### src/rtl/rcr_pkg.sv
package rcr_pkg;

    localparam int RCR_DATA_W   = 8;
    localparam int RCR_REQ_BIT  = 2;
    localparam int RCR_TYPE_BIT = 1;

    typedef logic [RCR_DATA_W-1:0] rcr_byte_t;

    // Decoded form of one bus write
    typedef struct packed {
        logic      store_en;   // plain write: update stored byte
        logic      req_hit;    // request write: ask for reset
        rcr_byte_t store_val;  // masked value to keep
    } rcr_cmd_t;

    function automatic rcr_byte_t rcr_keep_mask(input int type_bit);
        rcr_byte_t m;
        m = '0;
        m[type_bit] = 1'b1;
        return m;
    endfunction

endpackage

### src/rtl/rcr_decode.sv
module rcr_decode
    import rcr_pkg::*;
#(
    parameter int        REQ_BIT   = RCR_REQ_BIT,
    parameter rcr_byte_t KEEP_MASK = rcr_keep_mask(RCR_TYPE_BIT)
) (
    input  logic      wr_en,
    input  rcr_byte_t wr_data,
    output rcr_cmd_t  cmd
);

    always_comb begin
        cmd.req_hit   = wr_en &  wr_data[REQ_BIT];
        cmd.store_en  = wr_en & ~wr_data[REQ_BIT];
        cmd.store_val = wr_data & KEEP_MASK;
    end

endmodule

### src/rtl/rcr_store.sv
module rcr_store
    import rcr_pkg::*;
#(
    parameter rcr_byte_t KEEP_MASK = rcr_keep_mask(RCR_TYPE_BIT)
) (
    input  logic      clk,
    input  logic      rst,
    input  rcr_cmd_t  cmd,
    output rcr_byte_t value
);

    // Only bits named by KEEP_MASK get a flop; the rest read as zero
    for (genvar i = 0; i < RCR_DATA_W; i++) begin : g_bit
        if (KEEP_MASK[i]) begin : g_kept
            logic bit_q;
            always_ff @(posedge clk) begin
                if (rst)               bit_q <= 1'b0;
                else if (cmd.store_en) bit_q <= cmd.store_val[i];
            end
            assign value[i] = bit_q;
        end else begin : g_zero
            assign value[i] = 1'b0;
        end
    end

    // no bit outside the kept set can ever be stored
    assert_only_kept_R2: assert property (@(posedge clk) disable iff (rst)
        (value & ~KEEP_MASK) == '0);

    // a request write leaves the stored byte as it was
    assert_hold_on_req_R5: assert property (@(posedge clk) disable iff (rst)
        cmd.req_hit |=> $stable(value));

endmodule

### src/rtl/rcr_pulse.sv
module rcr_pulse (
    input  logic clk,
    input  logic rst,
    input  logic req_hit,
    output logic req_out
);

    logic armed_q;
    logic req_q;

    always_ff @(posedge clk) begin
        if (rst) begin
            armed_q <= 1'b1;
            req_q   <= 1'b0;
        end else begin
            req_q <= req_hit & armed_q;
            if (req_hit) armed_q <= 1'b0;
        end
    end

    assign req_out = req_q;

    // the pulse lasts exactly one cycle
    assert_single_pulse_R4: assert property (@(posedge clk) disable iff (rst)
        req_q |=> !req_q);

    // a pulse only ever follows a request write
    assert_pulse_cause_R7: assert property (@(posedge clk) disable iff (rst)
        req_q |-> $past(req_hit));

    // a disarmed block never raises a pulse
    assert_no_rearm_R6: assert property (@(posedge clk) disable iff (rst)
        !armed_q |=> !req_q);

endmodule

### src/rtl/rst_ctrl_reg.sv
module rst_ctrl_reg
    import rcr_pkg::*;
#(
    parameter int REQ_BIT  = RCR_REQ_BIT,
    parameter int TYPE_BIT = RCR_TYPE_BIT
) (
    input  logic                  clk,
    input  logic                  rst,
    input  logic                  wr_en,
    input  logic [RCR_DATA_W-1:0] wr_data,
    output logic [RCR_DATA_W-1:0] rd_data,
    output logic                  reset_req
);

    localparam rcr_byte_t KEEP_MASK = rcr_keep_mask(TYPE_BIT);

    rcr_cmd_t  cmd;
    rcr_byte_t stored;

    rcr_decode #(.REQ_BIT(REQ_BIT), .KEEP_MASK(KEEP_MASK)) u_decode (
        .wr_en   (wr_en),
        .wr_data (wr_data),
        .cmd     (cmd)
    );

    rcr_store #(.KEEP_MASK(KEEP_MASK)) u_store (
        .clk   (clk),
        .rst   (rst),
        .cmd   (cmd),
        .value (stored)
    );

    rcr_pulse u_pulse (
        .clk     (clk),
        .rst     (rst),
        .req_hit (cmd.req_hit),
        .req_out (reset_req)
    );

    assign rd_data = stored;

    // a reset cycle leaves a zero byte and no pulse
    assert_reset_clear_R1: assert property (@(posedge clk)
        rst |=> (rd_data == '0 && !reset_req));

    // idle cycles never produce a pulse
    assert_idle_quiet_R7: assert property (@(posedge clk) disable iff (rst)
        !wr_en |=> !reset_req);

endmodule

### config.mk
export PLATFORM = sky130hd
export DESIGN_NAME = rst_ctrl_reg
export DESIGN_NICKNAME = d
export VERILOG_FILES = /design/src/rtl/rcr_pkg.sv /design/src/rtl/rcr_decode.sv /design/src/rtl/rcr_store.sv /design/src/rtl/rcr_pulse.sv /design/src/rtl/rst_ctrl_reg.sv
export SDC_FILE = /design/constraint.sdc
export NUM_CORES = 1
export LEC_CHECK = 0
export ABC_AREA = 1
export ABC_CLOCK_PERIOD_IN_PS = 900
export BUFFER_PORTS_ARGS = -buffer_cell sky130_fd_sc_hd__clkbuf_2
export CAP_MARGIN = 5
export CORE_AREA = 8 8 45 47
export DETAILED_ROUTE_END_ITERATION = 6
export DIE_AREA = 0 0 53 55
export GPL_TIMING_DRIVEN = 1
export SYNTH_ARGS = -nofsm -noshare
export SYNTH_HDL_FRONTEND = slang
export SYNTH_SLANG_ARGS = --single-unit
### constraint.sdc
create_clock -name clk -period 0.9 [get_ports clk]
set_input_delay 0.18 -clock clk [delete_from_list [all_inputs] [get_ports clk]]
set_output_delay 0.18 -clock clk [all_outputs]
set_load 0.05 [all_outputs]
# Word-level counts from Yosys, hierarchy flattened
# Index checks and enable logic that the tools add are counted.
[word_totals]
ramBits = 0
register_bits = 3
out_inout_bits = 9
inputBits = 11
n_memories = 0
latchBits = 0
word_cells = 7
romBits = 0
[classes]
n_div = 0
n_bitwise = 4
add_sub_neg = 0
shifts = 0
muxes = 0
eq_ne = 0
reduce_logical = 0
multipliers = 0
order_cmp = 0
[ops]
columns = ["operator", "n"]
rows = [
  ["$and 1x1->1", 3],
  ["$not 1->1", 1],
]

# Depth between registers and ports, before layout
[depth]
word_depth = 2
mapped_depth = 4

# Cells and area by module
# From an unflattened synthesis, not the netlist that was laid out.
[unflattened]
cells_unflattened = 37
area_unflattened_um2 = 255.2
[modules_own_cells]
columns = ["mod", "seq_area_each_um2", "cells_each", "n_inst", "area_each_um2"]
rows = [
  ["rcr_store", 20.0, 16, 1, 108.9],
  ["rcr_decode", 0.0, 13, 1, 81.3],
  ["rcr_pulse", 40.0, 8, 1, 65.1],
]

# Least setup slack after synthesis
# OpenSTA, ideal clock, no wires.
[synth_timing]
path_kind = "register to output"
start = "register u_pulse.req_q (netlist: u_pulse.req_out)"
end = "output port reset_req"
t_required_ps = 720
slack_ps = 133
t_arrival_ps = 587
path_stages_with_launch = 1
n_path_buf = 0
path_cell_list = "dfxtp_1"
[synth_lines]
columns = ["item", "line_no", "source"]
rows = [
  ["start: declaration", "rcr_pulse.sv:9", "logic req_q;"],
  ["start signal: assignment", "rcr_pulse.sv:16", "req_q <= req_hit & armed_q;"],
  ["end: declaration", "rst_ctrl_reg.sv:12", "output logic reset_req"],
]
# No word-level cell between the ends.

# Worst setup path in the final report
[layout_timing]
start = "register u_store.g_bit[1].g_kept.bit_q"
end = "output port rd_data[1]"
[layout_lines]
columns = ["item", "line_no", "source"]
rows = [
  ["start: declaration", "rcr_store.sv:15", "logic bit_q;"],
  ["start signal: assignment", "rcr_store.sv:18", "else if (cmd.store_en) bit_q <= cmd.store_val[i];"],
  ["end: declaration", "rst_ctrl_reg.sv:11", "output logic [RCR_DATA_W-1:0] rd_data,"],
]
# No word-level cell between the ends.

==> impl_metrics.ini <==
[status]
status = complete, but fails checks
violations = negative setup slack

[global_routing]
first_global_vias = 126
globalRouteOverflowTotal = 0
antenna_found_initial = 0
grt_max_degree = 4
groute.usage.overall_pct = 2.24
grt_pass1_wl_um = 414

[finish]
diodes = 0
multi_input_area_um2 = 67.6
final_util_pct = 17.9
fillers = 163
final_area_um2 = 248
seq_area_um2 = 62.6
post_route_cells_drive_above_1_share_pct = 37.5
fin_nets = 44
areaGrowthSynthToFinish_pct = 40.4

[placement]
gp_congestion = 0.696
io_buffers = 6
dpl_worst_slack_ps = 140
place_area_um2 = 189

[setup_path]
crit_type = reg -> out
path_cells = clkbuf_16
worstPathMaxFanout = 2
end_kind = output port
worst_setup_path_start_kind = register
worst_ep_arrival_time_ps = 730
cp_slowest_stage_delay_ps = 340
path_buf_inv = 1
crit_required_ps = 720
critical_path.top_delay_family = flip-flops
cp_slowest_cell = dfxtp_2

[clock_tree]
cts.sinks = 3
h-tree-depth = 1
cts_root_buffer = clkbuf_4
clkLatencyLatePin_ps = 230
clk_pin_slew_ps = 40
cts_made_buffers = 3
post_cts_buffers = 0
clock_tree.buffer_depth = 2
cts_tree = done

[logic_synthesis]
synth_top_family_by_area = buffers and inverters
yosysWarnings = 0
yosysUniqueCellTypes = 8
ys.flop_type = dfxtp_1
synthTopCellsByArea = dfxtp_1, buf_4, nand2_1
syn_inst = 24
ys_ff_latch = 3
yosys.area.top_type = dfxtp_1
netlist_top_cells_count = buf_4, nand2_1, dfxtp_1, inv_1, nor2_1
yosysMostFrequentCell = buf_4
synth-async-reset-ratio_pct = 0
yosysTopAreaCellShare_pct = 34.0
synth_edf_count = 0
synthSimpleGateAreaFrac_pct = 20.6
syn_area_per_cell_um2 = 7.35
mappedNetlistArea_um2 = 176
synth_xor_area_share_pct = 0
synth_seq_area_share_pct = 34.0
synth-compound-area-share_pct = 2.84
synthAdderAreaFrac_pct = 0
synth_mux_area_share_pct = 0

[sta]
finalSetupViolCount = 1
setup_ws_ps = -8.08
skew_ps = 1.62
finalSetupTns_ps = -8.08
min_period_ps = 908
drv_slew = 0
fmax_mhz = 1100
post-route-period-util_pct = 101
final_hold_viol_count = 0
rsz0062_at_grt = true

[job]
cap_violations = 0

[route]
vias = 141
wl_per_cell_um = 7.10
firstDrtPassIters = 1
drt.antenna.violating_nets = 0
viasPerCell = 2.94
drt-initial-drc-count = 0
drc = 0
routed_wl_um = 341

[floorplan]
start_util_pct = 12.7
placementRows = 14
core_area_um2 = 1380
die_h_um = 55
io_pins = 20
die_w_um = 53
dieArea_um2 = 2920

[power_and_ir_drop]
peakVddDrop_mv = 0.304
powerDensity_nw_per_um2 = 2050
power_leakage_nw = 0.136

[hold_path]
hold_path.class = in -> reg
[path summary, 6_finish.rpt]
check | to | cells after the start | from | slack (ps)
hold / removal | u_pulse.armed_q | 3 | rst | 170
setup / recovery | rd_data[1] | 1 | u_store.g_bit[1].g_kept.bit_q | -8
hold reg to reg | u_pulse.req_out | 2 | u_pulse.armed_q | 430
setup reg to reg | u_store.g_bit[1].g_kept.bit_q | 2 | u_store.g_bit[1].g_kept.bit_q | 300
[layout by cell type (no fill, tap or decap), drive strengths merged]
master  n
nand2   5
inv     3
buf     1
nand3   1
conb    7
dfxtp   3
a21oi   1
nor2    2
clkbuf  9
[metal layers]
layer,track usage (%),part of all wire [%]
met2,3.32,52
met4,3.88,0
met3,1.60,16
met1,1.36,33
met5,0,0
[kinds of logic (layout without fill, tap and decap cells)]
kind of cell           Yosys count  in the layout
flip-flops                       3              3
buffers and inverters           11             13
other                            1              7
AO/OA/AOI/OAI                    1              1
AND/OR/NAND/NOR                  8              8
[power breakdown]
part | internal, mW | switching, mW | total, mW
clock | 0.166 | 0.0680 | 0.234
sequential | 0.143 | 0.00503 | 0.148
combinational | 0.0301 | 0.0968 | 0.127
[sequential cells by signal (all words and copies together), names as in the netlist]
| name | count |
|---|---|
| u_pulse.armed_q | 1 |
| u_store.g_bit.g_kept.bit_q | 1 |
| u_pulse.req_out | 1 |
[tightest hold or removal path, cell delays in order]
cell	delay, ps
clkbuf_2	70
inv_1	50
nand2_1	60
[through the flow]
step	cells	power, mW	hold WS (ps)
2_1_floorplan	30	0.270	296
3_3_place_gp	44	0.258	400
3_5_place_dp	44	0.259	404
4_1_cts	48	0.519	164
5_1_grt	48	0.541	180
6_report	48	0.509	167
[timing repair]
item	CTS	global route
gates cloned	0	0
pin swaps	0	0
hold buffers	0	0
gates resized for setup	7	1
setup endpoints to repair	2	2
[cell type report]
class                      count  area share, %
sequential                     3           25.3
multi-input combinational     16           27.3
inverter                       3           4.55
timing repair buffer           6           24.2
clock buffer                   4           10.6
tap                           16           8.08
Power figures use the tool's default switching activity.
